`config.mk`:
```
export PLATFORM = sky130hd
export DESIGN_NAME = bsplit_top
export DESIGN_NICKNAME = d
export VERILOG_FILES = /design/src/rtl/bsplit_pkg.sv /design/src/rtl/bsplit_class.sv /design/src/rtl/bsplit_room.sv /design/src/rtl/bsplit_cursor.sv /design/src/rtl/bsplit_top.sv
export SDC_FILE = /design/constraint.sdc
export NUM_CORES = 1
export LEC_CHECK = 0
export BUFFER_PORTS_ARGS = -buffer_cell sky130_fd_sc_hd__buf_2
export CAP_MARGIN = 30
export CELL_PAD_IN_SITES_DETAIL_PLACEMENT = 1
export CELL_PAD_IN_SITES_GLOBAL_PLACEMENT = 1
export CORE_MARGIN = 2
export CORE_UTILIZATION = 35
export DETAILED_ROUTE_END_ITERATION = 10
export PLACE_DENSITY = 0.83
export SYNTH_ARGS = -nofsm -noshare
export SYNTH_HDL_FRONTEND = slang
export SYNTH_SLANG_ARGS = --single-unit
```
`constraint.sdc`:
```
create_clock -name clk -period 3.8 [get_ports clk]
set_input_delay 0.38 -clock clk [delete_from_list [all_inputs] [get_ports clk]]
set_output_delay 0.38 -clock clk [all_outputs]
set_load 0.005 [all_outputs]
```
`src/rtl/bsplit_pkg.sv`:
```
package bsplit_pkg;
  typedef enum logic {
    MODE_SINGLE = 1'b0,
    MODE_BURST  = 1'b1
  } xfer_mode_e;
endpackage

```
`src/rtl/bsplit_class.sv`:
```
module bsplit_class
  import bsplit_pkg::*;
(
  input  logic       is_write,
  input  logic       cacheable,
  input  logic       bufferable,
  output xfer_mode_e mode
);
  // Non-cacheable loads and non-cacheable non-bufferable stores go out as bursts.
  always_comb begin
    if (!cacheable && (!is_write || !bufferable)) mode = MODE_BURST;
    else                                          mode = MODE_SINGLE;
  end
endmodule

```
`src/rtl/bsplit_room.sv`:
```
module bsplit_room #(
  parameter int ADDR_W      = 32,
  parameter int BOUND_BYTES = 1024,
  localparam int BLOG       = $clog2(BOUND_BYTES),
  localparam int ROOM_W     = BLOG - 1
) (
  input  logic [ADDR_W-1:0] addr,
  output logic [ROOM_W-1:0] room
);
  localparam int BOUND_WORDS = BOUND_BYTES / 4;
  localparam logic [ROOM_W-1:0] FULL = ROOM_W'(BOUND_WORDS);

  logic [BLOG-3:0] offset;
  assign offset = addr[BLOG-1:2];
  assign room   = FULL - {1'b0, offset};
endmodule

```
`src/rtl/bsplit_cursor.sv`:
```
module bsplit_cursor
  import bsplit_pkg::*;
#(
  parameter int ADDR_W = 32,
  parameter int CNT_W  = 5,
  parameter int ROOM_W = 9
) (
  input  logic              clk,
  input  logic              rst_n,
  input  logic              load,
  input  logic              drop,
  input  logic [ADDR_W-1:0] load_addr,
  input  logic [CNT_W-1:0]  load_cnt,
  input  logic              load_write,
  input  xfer_mode_e        load_mode,
  input  logic              take,
  input  logic [ROOM_W-1:0] room,
  output logic              busy,
  output logic [ADDR_W-1:0] cur_addr,
  output logic [CNT_W-1:0]  cur_len,
  output logic              cur_write,
  output xfer_mode_e        cur_mode,
  output logic              reject
);
  localparam int LW = CNT_W + ROOM_W;

  logic [CNT_W-1:0] rem;
  logic [LW-1:0]    rem_x, room_x, pick;

  assign rem_x  = {{ROOM_W{1'b0}}, rem};
  assign room_x = {{CNT_W{1'b0}}, room};

  always_comb begin
    if (cur_mode == MODE_BURST) pick = (rem_x < room_x) ? rem_x : room_x;
    else                        pick = LW'(1);
  end
  assign cur_len = pick[CNT_W-1:0];

  always_ff @(posedge clk or negedge rst_n) begin
    if (!rst_n) begin
      busy      <= 1'b0;
      cur_addr  <= '0;
      rem       <= '0;
      cur_write <= 1'b0;
      cur_mode  <= MODE_SINGLE;
      reject    <= 1'b0;
    end else begin
      reject <= drop;
      if (load) begin
        busy      <= 1'b1;
        cur_addr  <= {load_addr[ADDR_W-1:2], 2'b00};
        rem       <= load_cnt;
        cur_write <= load_write;
        cur_mode  <= load_mode;
      end else if (take) begin
        cur_addr <= cur_addr + {{(ADDR_W-CNT_W-2){1'b0}}, cur_len, 2'b00};
        rem      <= rem - cur_len;
        if (rem == cur_len) busy <= 1'b0;
      end
    end
  end
endmodule

```
`src/rtl/bsplit_top.sv`:
```
module bsplit_top
  import bsplit_pkg::*;
#(
  parameter int ADDR_W      = 32,
  parameter int MAX_WORDS   = 16,
  parameter int BOUND_BYTES = 1024,
  localparam int CNT_W      = $clog2(MAX_WORDS + 1),
  localparam int ROOM_W     = $clog2(BOUND_BYTES) - 1
) (
  input  logic              clk,
  input  logic              rst_n,
  input  logic              req_valid,
  output logic              req_ready,
  input  logic [ADDR_W-1:0] req_addr,
  input  logic [CNT_W-1:0]  req_words,
  input  logic              req_write,
  input  logic              req_cacheable,
  input  logic              req_bufferable,
  output logic              req_reject,
  output logic              bst_valid,
  input  logic              bst_ready,
  output logic [ADDR_W-1:0] bst_addr,
  output logic [CNT_W-1:0]  bst_len,
  output logic              bst_seq,
  output logic              bst_write
);
  xfer_mode_e        in_mode, cur_mode;
  logic              busy, accept, legal;
  logic [ROOM_W-1:0] room;

  assign req_ready = !busy;
  assign accept    = req_valid && req_ready;
  assign legal     = (req_words != '0) && (req_words <= CNT_W'(MAX_WORDS));

  bsplit_class u_class (
    .is_write  (req_write),
    .cacheable (req_cacheable),
    .bufferable(req_bufferable),
    .mode      (in_mode)
  );

  bsplit_room #(.ADDR_W(ADDR_W), .BOUND_BYTES(BOUND_BYTES)) u_room (
    .addr(bst_addr),
    .room(room)
  );

  bsplit_cursor #(.ADDR_W(ADDR_W), .CNT_W(CNT_W), .ROOM_W(ROOM_W)) u_cursor (
    .clk       (clk),
    .rst_n     (rst_n),
    .load      (accept && legal),
    .drop      (accept && !legal),
    .load_addr (req_addr),
    .load_cnt  (req_words),
    .load_write(req_write),
    .load_mode (in_mode),
    .take      (bst_valid && bst_ready),
    .room      (room),
    .busy      (busy),
    .cur_addr  (bst_addr),
    .cur_len   (bst_len),
    .cur_write (bst_write),
    .cur_mode  (cur_mode),
    .reject    (req_reject)
  );

  assign bst_valid = busy;
  assign bst_seq   = (cur_mode == MODE_BURST);
endmodule

```
==> metrics.cfg <==
[power]
power.density_nw_per_um2 = 949
p_leak_uw = 0.00183
peakVddDrop_mv = 0.326
p_total_uw = 3910

[die]
die_h_um = 95.2
initial_core_util_pct = 35.8
die_area_um2 = 9060
boundaryPins = 86
coreArea_um2 = 8130
num_rows = 33
fp.dieW_um = 95.2

[timing]
worstMarginPinSlew_ns = 0.937
skew_ns = 0.00663
fin_ws_ns = -0.410
finalCritPeriodShare_pct = 111
post-route-min-period_ns = 4.21
final_max_slew_viol_count = 0
holdWs_ns = -0.00236
finalHoldViolations = 1
setup_violations = 27
clock.fmax_mhz = 238
max_slew_margin_pct = 37.5
rsz0062_at_grt = true

[placed_design]
dpl.hpwl_mm = 7.46
routabilityCongestion = 0.886
dpl_cell_area_um2 = 3640
pre_cts_ws_ns = -0.178
port_buffers = 81

[global_routing]
grt_max_degree = 40
grt_first_pass_wirelength_mm = 16.5
grt_antenna_before_repair = 0
track_usage_pct = 23.5
grt_pass1_vias = 3256
overflow = 0

[logic_synthesis]
ys_warn_count = 0
synth.distinct_cells = 57
postSynthRegisterBits = 39
synth_top_area_share_pct = 33.5
synthTopCellsByArea = dfrtp_1, ha_1, nand2_1
avgSynthCellArea_um2 = 8.66
netlist_area_um2 = 2910
synthFlopType = dfrtp_1
yosysTopAreaCell = dfrtp_1
syn_inst = 336
async_reset_ff_share_pct = 100
synth_edf_count = 0
synth-seq-area-share_pct = 33.5

[cts]
cts.sinks = 39
htree_levels = 2
cts_buffers = 5
cts-root-buf = clkbuf_8
clk_latency_ns = 0.31
clkTransAtPathRegs_ns = 0.09
clockBufferDepth = 2
cts_tree = built
cts_hold_buf = 0

[critical_path]
endpoint_kind = flop
worstPathArrival_ns = 4.35
slowest_delay_ns = 0.41
critical_path_class = reg2reg
crit_fanout = 4
crit_family = compound AO/OA/AOI/OAI gates
path_cells = inv_2 > ha_4 > nor3b_4 > xnor2_2 > inv_2 > ha_4 > nand2_4 > o21a_4 > buf_4 > buf_4 > o21ai_1 > a21oi_2 > ha_1 > o21a_2 > a21oi_4 > o41a_1 > o21ai_0 > o311ai_0
cp_num_buf_inv = 4
worst_ep_required_time_ns = 3.94
cp-start-kind = flop
critPathSlowestCell = dfrtp_1

[run]
maxCapViolCount = 0

[status]
status = finished with violations
violations = negative hold slack, negative setup slack

[route]
drcViolationCount = 0
via_count = 3445
drt_pass1_iterations = 5
avgViaCountPerCell = 6.16
ant_nets = 0
wl_per_cell_um = 23.1
wirelength_mm = 12.9
drtIter0Drc = 222

[layout]
fin_util_pct = 50.7
area_growth_pct = 41.7
stdcell_area_um2 = 4120
antenna_cells = 0
layout-drive-gt1-share_pct = 40.3
final_nets = 513

[min_path]
hold_path.class = in2async

[logic make-up (layout without fill, tap and decap cells)]
logic type / Yosys count / after routing / synth area share (%)
buf+inv: 30 / 146 / 4.30
other cells: 1 / 2 / 0.129
simple gates: 131 / 132 / 24.5
compound gates: 99 / 99 / 23.9
mux: 4 / 4 / 1.42
flops: 39 / 39 / 33.5
fa+ha+maj: 16 / 16 / 7.39
xor+xnor: 16 / 16 / 4.82
[power by group]
group | leakage, uW | switching (uW) | internal [uW]
logic | 0.00128 | 1330 | 1180
registers | 0.000482 | 360 | 607
clock network | 0.0000654 | 176 | 263
total | 0.00183 | 1870 | 2050
[path summary, 6_finish.rpt]
kind	start	to	slack, ns	cells past startpoint
setup / recovery	u_cursor.cur_addr[2]$_DFFE_PN0P_	u_cursor.cur_addr[16]$_DFFE_PN0P_	-0.41	18
hold / removal	rst_n	u_cursor.cur_addr[4]$_DFFE_PN0P_	-0.002	1
setup reg to reg	u_cursor.cur_addr[2]$_DFFE_PN0P_	u_cursor.cur_addr[16]$_DFFE_PN0P_	-0.41	18
hold reg to reg	u_cursor.cur_write$_DFFE_PN0P_	u_cursor.cur_write$_DFFE_PN0P_	0.51	2
max in group asynchronous	rst_n	u_cursor.rem[4]$_DFFE_PN0P_	3.30	2
min in group clk	req_addr[12]	u_cursor.cur_addr[12]$_DFFE_PN0P_	0.28	3
[through the flow]
step           setup TNS, ns  cells
2_1_floorplan       -0.00300    337
3_3_place_gp          -0.197    537
3_5_place_dp           -2.33    537
4_1_cts              -0.0884    549
5_1_grt                -7.44    559
6_report               -3.91    559
[routing by layer]
layer / vias to the layer above / track usage (%) / wire, um / share of wire [%]
li1: 1499 / - / - / -
met1: 1697 / 29.2 / 5240 / 41
met2: 199 / 40.6 / 6330 / 49
met3: 50 / 4.27 / 837 / 6.5
met4: 0 / 8.70 / 519 / 4.0
met5: - / 0 / 0 / 0
[cell usage after synthesis, drive strengths merged, types with 5 or more instances]
library cell	n
nor4	7
nor2	16
a21o	6
xor2	9
nor3	12
o211ai	6
nand4	14
o21ai	24
inv	14
a221o	5
a22oi	6
buf	6
ha	14
nand3	16
xnor2	7
clkbuf	10
nand2	44
a21oi	13
o21a	5
o311ai	11
dfrtp	39
a31oi	5
[state kept, by name, indices dropped and copies added (netlist names)]
register and cells:
u_cursor.cur_addr 30, u_cursor.rem 5, u_cursor.busy 1, u_cursor.cur_mode 1, u_cursor.cur_write 1, u_cursor.reject 1
[repair_timing]
item	CTS	global route
cloned	1	0
setup endpoints to repair	26	27
gates resized for setup	18	38
pin swaps	5	25
buffers inserted	3	9
[final cells by class]
class | instances | area, um^2
inverters | 14 | 52.6
repair buffers | 124 | 741
multi-input cells | 269 | 2090
clock buffers | 6 | 72.6
well taps | 105 | 131
fillers | 940 | 4010
flip-flops and latches | 39 | 976
clock inverters | 2 | 60.1
[placed cells by master (no fill, tap or decap), types with 3 or more instances in the layout]
| cell type | n |
|---|---|
| a21oi_1 | 7 |
| buf_4 | 42 |
| inv_1 | 10 |
| xor2_1 | 8 |
| a21oi_2 | 5 |
| o211ai_1 | 6 |
| nor2b_1 | 4 |
| nor4_1 | 5 |
| buf_2 | 81 |
| a22oi_1 | 6 |
| nand3_1 | 15 |
| xnor2_1 | 6 |
| mux2i_1 | 3 |
| nor3_1 | 8 |
| ha_4 | 5 |
| a221o_1 | 5 |
| o21ai_1 | 5 |
| o311ai_1 | 6 |
| nand2_1 | 41 |
| nor2_1 | 16 |
| ha_1 | 7 |
| o21ai_0 | 15 |
| inv_2 | 4 |
| nand4_1 | 12 |
| a21o_1 | 5 |
| or4_1 | 4 |
| dfrtp_1 | 39 |
| and2_1 | 3 |
| a31oi_1 | 4 |
| o21ai_4 | 3 |
| clkbuf_8 | 5 |
| o311ai_0 | 4 |
No activity file was read; power rests on OpenSTA's default activity.
